===== src/rtl/tune_i2c_target.sv =====
module tune_i2c_target #(
  parameter logic [4:0] ADDR_PREFIX = 5'b11000,
  parameter int SYNC_STAGES = 2
) (
  input  logic       clk,
  input  logic       rst_n,
  input  logic       scl_i,
  input  logic       sda_i,
  input  logic [1:0] addr_sel,
  input  logic       supply_drop,
  input  logic       lock_i,
  output logic       sda_oe,
  output logic [7:0] rx_data,
  output logic       rx_valid,
  output logic       rx_stop
);

  typedef enum logic [2:0] {S_IDLE, S_ADDR, S_AACK, S_WDATA, S_WACK, S_RDATA, S_RACK} st_t;

  logic [SYNC_STAGES-1:0] scl_sy, sda_sy;
  logic scl_q, sda_q, por_q, wr_act, rd_act;
  logic [7:0] sr;
  logic [3:0] cnt;
  st_t st;

  wire scl_s = scl_sy[SYNC_STAGES-1];
  wire sda_s = sda_sy[SYNC_STAGES-1];
  wire scl_rise = scl_s & ~scl_q;
  wire scl_fall = ~scl_s & scl_q;
  wire start_det = scl_s & scl_q & sda_q & ~sda_s;
  wire stop_det = scl_s & scl_q & ~sda_q & sda_s;
  wire [7:0] status = {por_q, lock_i, 6'b0};
  wire addr_hit = sr[7:1] == {ADDR_PREFIX, addr_sel};

  always_ff @(posedge clk) begin
    if (!rst_n) begin
      scl_sy <= '1;
      sda_sy <= '1;
      scl_q  <= 1'b1;
      sda_q  <= 1'b1;
    end else begin
      scl_sy <= {scl_sy[SYNC_STAGES-2:0], scl_i};
      sda_sy <= {sda_sy[SYNC_STAGES-2:0], sda_i};
      scl_q  <= scl_s;
      sda_q  <= sda_s;
    end
  end

  always_ff @(posedge clk) begin
    if (!rst_n) begin
      st <= S_IDLE; cnt <= '0; sr <= '0; sda_oe <= 1'b0;
      rx_data <= '0; rx_valid <= 1'b0; rx_stop <= 1'b0;
      wr_act <= 1'b0; rd_act <= 1'b0; por_q <= 1'b1;
    end else begin
      rx_valid <= 1'b0;
      rx_stop  <= 1'b0;
      if (start_det) begin
        st <= S_ADDR; cnt <= '0; sda_oe <= 1'b0;
        wr_act <= 1'b0; rd_act <= 1'b0;
      end else if (stop_det) begin
        st <= S_IDLE; sda_oe <= 1'b0;
        rx_stop <= wr_act;
        if (rd_act) por_q <= 1'b0;
        wr_act <= 1'b0; rd_act <= 1'b0;
      end else begin
        case (st)
          S_ADDR, S_WDATA: begin
            if (scl_rise) begin
              sr  <= {sr[6:0], sda_s};
              cnt <= cnt + 4'd1;
            end else if (scl_fall && cnt == 4'd8) begin
              if (st == S_ADDR) begin
                if (addr_hit) begin
                  st <= S_AACK; sda_oe <= 1'b1;
                  wr_act <= ~sr[0]; rd_act <= sr[0];
                end else begin
                  st <= S_IDLE;
                end
              end else begin
                rx_data <= sr; rx_valid <= 1'b1;
                st <= S_WACK; sda_oe <= 1'b1;
              end
            end
          end
          S_AACK, S_WACK: if (scl_fall) begin
            cnt <= '0;
            if (st == S_AACK && rd_act) begin
              sr <= status; sda_oe <= ~status[7]; st <= S_RDATA;
            end else begin
              sda_oe <= 1'b0; st <= S_WDATA;
            end
          end
          S_RDATA: if (scl_fall) begin
            if (cnt == 4'd7) begin
              st <= S_RACK; sda_oe <= 1'b0; cnt <= '0;
            end else begin
              cnt <= cnt + 4'd1;
              sr <= {sr[6:0], 1'b0};
              sda_oe <= ~sr[6];
            end
          end
          S_RACK: begin
            if (scl_rise) begin
              if (sda_s) st <= S_IDLE;
              else cnt <= 4'd1;
            end else if (scl_fall && cnt == 4'd1) begin
              cnt <= '0; sr <= status; sda_oe <= ~status[7]; st <= S_RDATA;
            end
          end
          default: ;
        endcase
      end
      if (supply_drop) por_q <= 1'b1;
    end
  end


  start_to_addr_chk: assert property (@(posedge clk) disable iff (!rst_n)
    start_det |=> (st == S_ADDR && !sda_oe));

  valid_single_chk: assert property (@(posedge clk) disable iff (!rst_n)
    rx_valid |=> !rx_valid);

  sda_low_phase_chk: assert property (@(posedge clk) disable iff (!rst_n)
    $rose(sda_oe) |-> !scl_s);

  idle_release_chk: assert property (@(posedge clk) disable iff (!rst_n)
    (st == S_IDLE) |-> !sda_oe);

  por_set_chk: assert property (@(posedge clk) disable iff (!rst_n)
    supply_drop |=> por_q);

  por_clear_chk: assert property (@(posedge clk) disable iff (!rst_n)
    $fell(por_q) |-> $past(stop_det));

endmodule


===== config.mk =====
export PLATFORM = sky130hd
export DESIGN_NAME = tune_i2c_target
export DESIGN_NICKNAME = d
export VERILOG_FILES = /design/src/rtl/tune_i2c_target.sv
export SDC_FILE = /design/constraint.sdc
export NUM_CORES = 1
export LEC_CHECK = 0
export CAP_MARGIN = 20
export CORE_MARGIN = 10
export CORE_UTILIZATION = 35
export DETAILED_ROUTE_END_ITERATION = 7
export PLACE_DENSITY = 0.52
export SLEW_MARGIN = 20
export SYNTH_ARGS = -nofsm -noshare
export SYNTH_HDL_FRONTEND = slang
export SYNTH_SLANG_ARGS = --single-unit

===== constraint.sdc =====
create_clock -name clk -period 1.9 [get_ports clk]
set_input_delay 0.38 -clock clk [delete_from_list [all_inputs] [get_ports clk]]
set_output_delay 0.38 -clock clk [all_outputs]
set_load 0.005 [all_outputs]

==> summary.md, run 1 <==
| Metric | Value |
|---|---|
| Outcome | `finished clean` |
| Total CTS buffers | `5` |
| Maxcap violations | `0` |
| Dpl ws | `-0.06224 ns` |
| Slew @ Worst Pin | `0.4926 ns` |
| Clock Sinks | `35` |
| Count of cell types in the netlist | `49` |
| Seq/Total Area, Yosys | `39.66%` |
| Root Driver | `clkbuf_8` |
| Routed vias | `1685` |
| Die X | `91.05 um` |
| Hpwl dp | `3.580 mm` |
| Cell taking the most area after synthesis | `dfxtp_1` |
| Initial DRC count | `169` |
| TritonCTS clock tree | `done` |
| Hold crit path type | `reg -> reg` |
| Skew-Pair Late Insertion Delay | `0.29 ns` |
| Top post-synthesis cells by area | `dfxtp_1, mux2i_1, a21oi_1` |
| Register area | `713.2 sq um` |
| Fmax | `0.5374 GHz` |
| Die area | `8289 sq um` |
| Core area | `4817 sq um` |
| Hold violation total from the final report | `0` |
| ANT cells | `0` |
| Wire per inst | `15.90 um` |
| Top-count cell post-synth | `dfxtp_1` |
| Mapped Cells | `205` |
| Hold path depth | `1` |
| Synthesis Warnings | `0` |
| Largest net degree at the start of global routing | `18` |
| Worst EP required | `2.12 ns` |
| Pwr/cell area | `676.2 nW/um^2` |
| Startpoint types | `register` |
| Nets | `251` |
| Maximum VDD drop | `0.3997 mV` |
| Vias in the first global route | `1670` |
| Drt first pass iters | `4` |
| Mapped Nets | `216` |
| Share of cells above drive strength 1 | `24.48%` |
| R2R Setup Slk | `0.04 ns` |
| Post-Synth Simple-Gate Area | `25.85%` |
| Cts hold-fix bufs | `0` |
| I/O pins | `19` |
| Setup Viol. Count Final | `0` |
| Final Skew | `0.004171 ns` |
| Multi-input logic area | `1115 sq um` |
| DRC violation count after routing | `0` |
| Largest family of logic cells by synthesized area | `simple AND/OR/NAND/NOR gates` |
| Relative slew slack | `66.96%` |
| Synth-to-layout area growth | `34.42%` |
| Hold slack | `0.4125 ns` |
| Clk slew on worst S/H paths | `0.07 ns` |
| RePlAce Congestion | `0.9603` |
| WP data arrival | `2.08 ns` |
| Number of synthesized flops with an enable pin | `0` |
| H-tree Lvls | `2` |
| Remaining Overflow, GRT | `0` |
| Post-Synth XOR/XNOR Area | `1.487%` |
| # port buffers | `18` |
| CTS Buffer Depth | `2` |
| Nature of the critical path endpoint | `register` |
| Post-synth top area share | `39.66%` |
| Post-synthesis register bit count | `35` |
| Worst setup margin | `0.03916 ns` |
| Crit Path Class | `reg -> reg` |
| Period minus WS final | `1.861 ns` |
| First-pass GRT wire length | `8.273 mm` |
| Antenna-violating nets left | `0` |
| Worst r2r path cells | `5` |
| Average via count per standard cell | `5.471` |
| Mux share of post-synthesis cell area | `7.365%` |
| Die H | `91.05 um` |
| Std-Cell Rows | `25` |
| Compound-Gate Fraction of Synth Area | `19.90%` |
| Synth cell count leaders | `dfxtp_1, a21oi_1, o21ai_0` |
| Post-Syn Area | `1767 sq um` |
| Post-synthesis adder-cell area fraction | `2.125%` |
| Initial Util | `36.68%` |
| Slew Limit Fails | `0` |
| Crit path max fanout | `5` |
| Antenna violations before repair | `0` |
| Mean Syn Cell Area | `8.618 sq um` |
| Total GRT Usage | `11.79%` |
| Fill cells | `464` |
| Post-synth ARST share | `0%` |
| Detailed Route WL | `4.898 mm` |
| Synth Flop Type | `dfxtp_1` |
| Period utilization | `97.94%` |
| Leak Pwr | `0.8860 nW` |
worst max-delay path, stage by stage, from the launching register on:
cell and delay (ns):
dfxtp_2 0.34, nand2b_4 0.17, o21a_4 0.23, a221o_1 0.42, or4b_1 0.48, a21oi_1 0.15
layer usage:
layer,wire [um],global-route usage [%],vias to the layer above,share of wire (%)
met3,243,3.457,9,5.0
li1,-,-,824,-
met4,70,3.916,0,1.4
met1,2368,16.10,807,48
met5,0,0,-,0
met2,2215,17.18,45,45
sequential cells by signal, indices dropped and copies added (netlist names):
name	count
rx_data	8
sr	8
cnt	4
st	3
scl_sy	2
sda_sy	2
por_q	1
rd_act	1
rx_stop	1
rx_valid	1
scl_q	1
sda_oe	1
sda_q	1
wr_act	1
cells by family after synthesis:
group	after synthesis
adder cells (fa/ha/maj)	3
XOR/XNOR	3
buffers and inverters	17
AO/OA/AOI/OAI	55
AND/OR/NAND/NOR	79
multiplexers	13
flip-flops	35
worst paths after layout:
path | start | endpoint
max | scl_sy[1]$_SDFF_PN1_ | cnt[2]$_SDFFE_PP0P_
min | scl_sy[0]$_SDFF_PN1_ | scl_sy[1]$_SDFF_PN1_
max reg2reg | scl_sy[1]$_SDFF_PN1_ | cnt[2]$_SDFFE_PP0P_
min reg2reg | scl_sy[0]$_SDFF_PN1_ | scl_sy[1]$_SDFF_PN1_
through the flow:
step	cells	TNS [ns]	area, sq um	total power, mW	util [%]
floorplan	205	0	1767	0.8493	-
global placement	300	-0.3036	2140	0.9044	44.42
detailed placement	300	-0.2322	2140	0.9068	44.42
CTS	308	0	2286	1.604	47.45
global route	308	-0.03632	2375	1.669	49.30
finish	308	0	2375	1.606	49.30
report_power, final:
group          switching (mW)  internal (mW)
logic                  0.0820         0.0720
clock network           0.274          0.425
registers              0.0119          0.741
total                   0.368           1.24
layout make-up:
cell class                      count  share of cell area, %
Sequential cell                    35                  30.03
Timing Repair Buffer               36                  13.28
Clock inverter                      2                  1.475
Tap cell                           67                  3.530
Multi-Input combinational cell    154                  46.94
Clock buffer                        6                  3.477
Inverter                            8                  1.264
repair_timing:
item,CTS,global route
resized for setup,8,26
pin swaps,2,7
buffers inserted,0,0
cloned,0,1
endpoints found under the setup margin,12,23
layout by cell type (no fill, tap or decap), types with 2 or more instances in the layout:
master,count
nand2b_4,2
nor2_1,14
a311oi_1,3
or3_4,3
and3_1,3
a21oi_2,4
clkbuf_8,6
inv_1,6
nand4_1,6
nand2_1,12
xnor2_1,2
dfxtp_1,29
ha_1,2
nand2b_1,10
mux2i_1,13
nand3b_1,3
nor2b_2,2
clkdlybuf4s50_1,18
dfxtp_4,2
buf_4,18
nor2b_1,2
nand3_1,4
o21ai_0,14
dfxtp_2,4
o211a_1,2
a21oi_1,14
and2_1,2
a211oi_1,2
Power figures use the tool's default switching activity.
==> inputs of run 2 (changes only) <==
- CORE_UTILIZATION: 35 -> 50
- PLACE_DENSITY: 0.52 -> 0.71
==> run 2 against run 1 <==
Critical path depth up 2. Clock-buffer cell count increased by 1. Die area shrank 24%. Global-route usage is 2.8 points higher. Critical endpoint is now st[2]$_SDFFE_PP0P_. Largest power group unchanged.
==> summary.md, run 2 (same netlist as run 1, synthesis figures left out) <==
| Metric | Value |
|---|---|
| Hold crit path type | `reg -> reg` |
| Synth-to-layout area growth | `32.65%` |
| FF-to-FF Start | `cnt[0]$_SDFFE_PP0P_` |
| Wire per inst | `15.84 um` |
| Outcome | `finished clean` |
| Remaining Overflow, GRT | `0` |
| Vias in the first global route | `1692` |
| Sequential Power Share | `57.8%` |
| Worst EP required | `2.19 ns` |
| Detailed Route WL | `4.736 mm` |
| Initial DRC count | `308` |
| WP data arrival | `2.13 ns` |
| Slew Limit Fails | `0` |
| R2R Setup Slk | `0.06 ns` |
| Crit Path Class | `reg -> reg` |
| Initial Util | `52.53%` |
| Final Skew | `0.009666 ns` |
| Setup crit start | `cnt[0]$_SDFFE_PP0P_` |
| Nets | `263` |
| ANT cells | `0` |
| Dpl cells | `286` |
| # port buffers | `18` |
| Setup Viol. Count Final | `0` |
| Hold violation total from the final report | `0` |
| Share of cells above drive strength 1 | `24.51%` |
| Crit path max fanout | `4` |
| Relative slew slack | `72.74%` |
| Root Driver | `clkbuf_4` |
| DRC violation count after routing | `0` |
| Slew @ Worst Pin | `0.4080 ns` |
| Die X | `79.44 um` |
| CTS Buffer Depth | `2` |
| Clock Sinks | `35` |
| Antenna-violating nets left | `0` |
| Worst r2r path cells | `7` |
| Pwr/cell area | `554.6 nW/um^2` |
| Biggest cell delay along the critical path | `0.55 ns` |
| Die area | `6311 sq um` |
| Hold slack | `0.4222 ns` |
| Startpoint types | `register` |
| First-pass GRT wire length | `7.479 mm` |
| Final std cells w/o fill | `299` |
| Placement Cell Area | `2166 sq um` |
| Leak Pwr | `0.9133 nW` |
| H-tree Lvls | `2` |
| Total CTS buffers | `5` |
| Power, Total | `1.300 mW` |
| Average via count per standard cell | `5.853` |
| Period minus WS final | `1.841 ns` |
| Fill cells | `293` |
| P_int | `962.0 uW` |
| Post-route cell area | `2344 sq um` |
| Slowest CP cell | `or4_4` |
| Std-Cell Rows | `21` |
| Setup crit end | `st[2]$_SDFFE_PP0P_` |
| Setup TNS | `0 ns` |
| Drt first pass iters | `4` |
| Total GRT Usage | `14.58%` |
| Largest net degree at the start of global routing | `18` |
| Skew-Pair Late Insertion Delay | `0.35 ns` |
| Fmax | `0.5431 GHz` |
| Combinational Power Share | `12.3%` |
| Leading cell type in the layout, fill and taps excluded | `dfxtp_1` |
| Clock power frac | `29.9%` |
| Maximum VDD drop | `0.3812 mV` |
| Worst path cell trace | `inv_2, ha_2, nand2_2, o311ai_4, o211ai_1, or4_4, a21oi_2` |
| Psw | `337.8 uW` |
| Hpwl dp | `3.360 mm` |
| Core area | `3363 sq um` |
| Die H | `79.44 um` |
| Maxcap violations | `0` |
| TritonCTS clock tree | `done` |
| Clk slew on worst S/H paths | `0.11 ns` |
| Commonest non-fill, non-tap cells in the layout | `dfxtp_1, buf_4, clkdlybuf4s50_1` |
| Reg2reg end | `st[2]$_SDFFE_PP0P_` |
| I/O pins | `19` |
| Period utilization | `96.91%` |
| Largest registers | `rx_data x8, sr x8, cnt x4` |
| Nature of the critical path endpoint | `register` |
| Routed vias | `1750` |
| RePlAce Congestion | `0.9808` |
| Register area | `714.4 sq um` |
| Multi-input logic area | `1070 sq um` |
| Antenna violations before repair | `0` |
| Sw frac | `25.99%` |
run 2: worst min path at each step:
| stage | from | endpoint | cells after the start |
|---|---|---|---|
| 3_3_place_gp | scl_sy[0]$_SDFF_PN1_ | scl_sy[1]$_SDFF_PN1_ | 1 |
| 5_1_grt | scl_sy[0]$_SDFF_PN1_ | scl_sy[1]$_SDFF_PN1_ | 1 |
| 6_report | scl_sy[0]$_SDFF_PN1_ | scl_sy[1]$_SDFF_PN1_ | 1 |
| 2_1_floorplan | scl_sy[0]$_SDFF_PN1_ | scl_sy[1]$_SDFF_PN1_ | 1 |
| 4_1_cts | scl_sy[0]$_SDFF_PN1_ | scl_sy[1]$_SDFF_PN1_ | 1 |
| 3_5_place_dp | scl_sy[0]$_SDFF_PN1_ | scl_sy[1]$_SDFF_PN1_ | 1 |
run 2: area by class of cell:
| cell class | instances | area share, % |
|---|---|---|
| Multi-Input combinational cell | 153 | 45.65 |
| Sequential cell | 35 | 30.49 |
| Timing Repair Buffer | 49 | 17.99 |
| Tap cell | 46 | 2.456 |
| Clock buffer | 7 | 1.922 |
| Inverter | 8 | 1.281 |
| Clock inverter | 1 | 0.2136 |
run 2: power by group through the flow:
| stage | Clock [mW] | Sequential [mW] | Combinational (mW) |
|---|---|---|---|
| 2_1_floorplan | 0 | 0.767 | 0.0828 |
| 3_3_place_gp | 0 | 0.770 | 0.133 |
| 3_5_place_dp | 0 | 0.770 | 0.137 |
| 4_1_cts | 0.399 | 0.754 | 0.144 |
| 5_1_grt | 0.425 | 0.753 | 0.173 |
| 6_report | 0.389 | 0.752 | 0.159 |
run 2: repair_timing:
item,in CTS,in global routing
pin swaps,4,9
gates resized for setup,7,22
setup endpoints to repair,6,20
hold buffers,0,0
buffers inserted,2,3
run 2: routing by layer:
metal	wire length, um	up-vias	track usage (%)
li1	-	849	-
met1	1998	816	16.91
met2	2264	76	23.54
met3	395	9	5.293
met4	77	0	6.272
met5	0	-	0
run 2: worst max-delay path: cells and delay by family, from the launching register on:
| family | cells | cell delay, ns |
|---|---|---|
| buffers and inverters | 1 | 0.06 |
| AOI/OAI and AO/OA | 3 | 0.56 |
| and+or+nand+nor | 2 | 0.64 |
| adders and majority gates | 1 | 0.17 |
| DFF | 1 | 0.36 |
run 2: metrics by stage:
step                      setup slack (ns)  utilization [%]
final                              0.05872            69.68
after global routing              -0.02238            69.68
after CTS                       0.00006128            66.89
after detailed placement          -0.06079            64.40
after global placement             0.02971            64.40
after floorplan                    0.08234                -
==> inputs of run 3 (changes only) <==
- CTS_CLUSTER_SIZE: unset -> 30
==> results of run 3 <==
Final layout, timing and power as in run 2 (identical DEF).
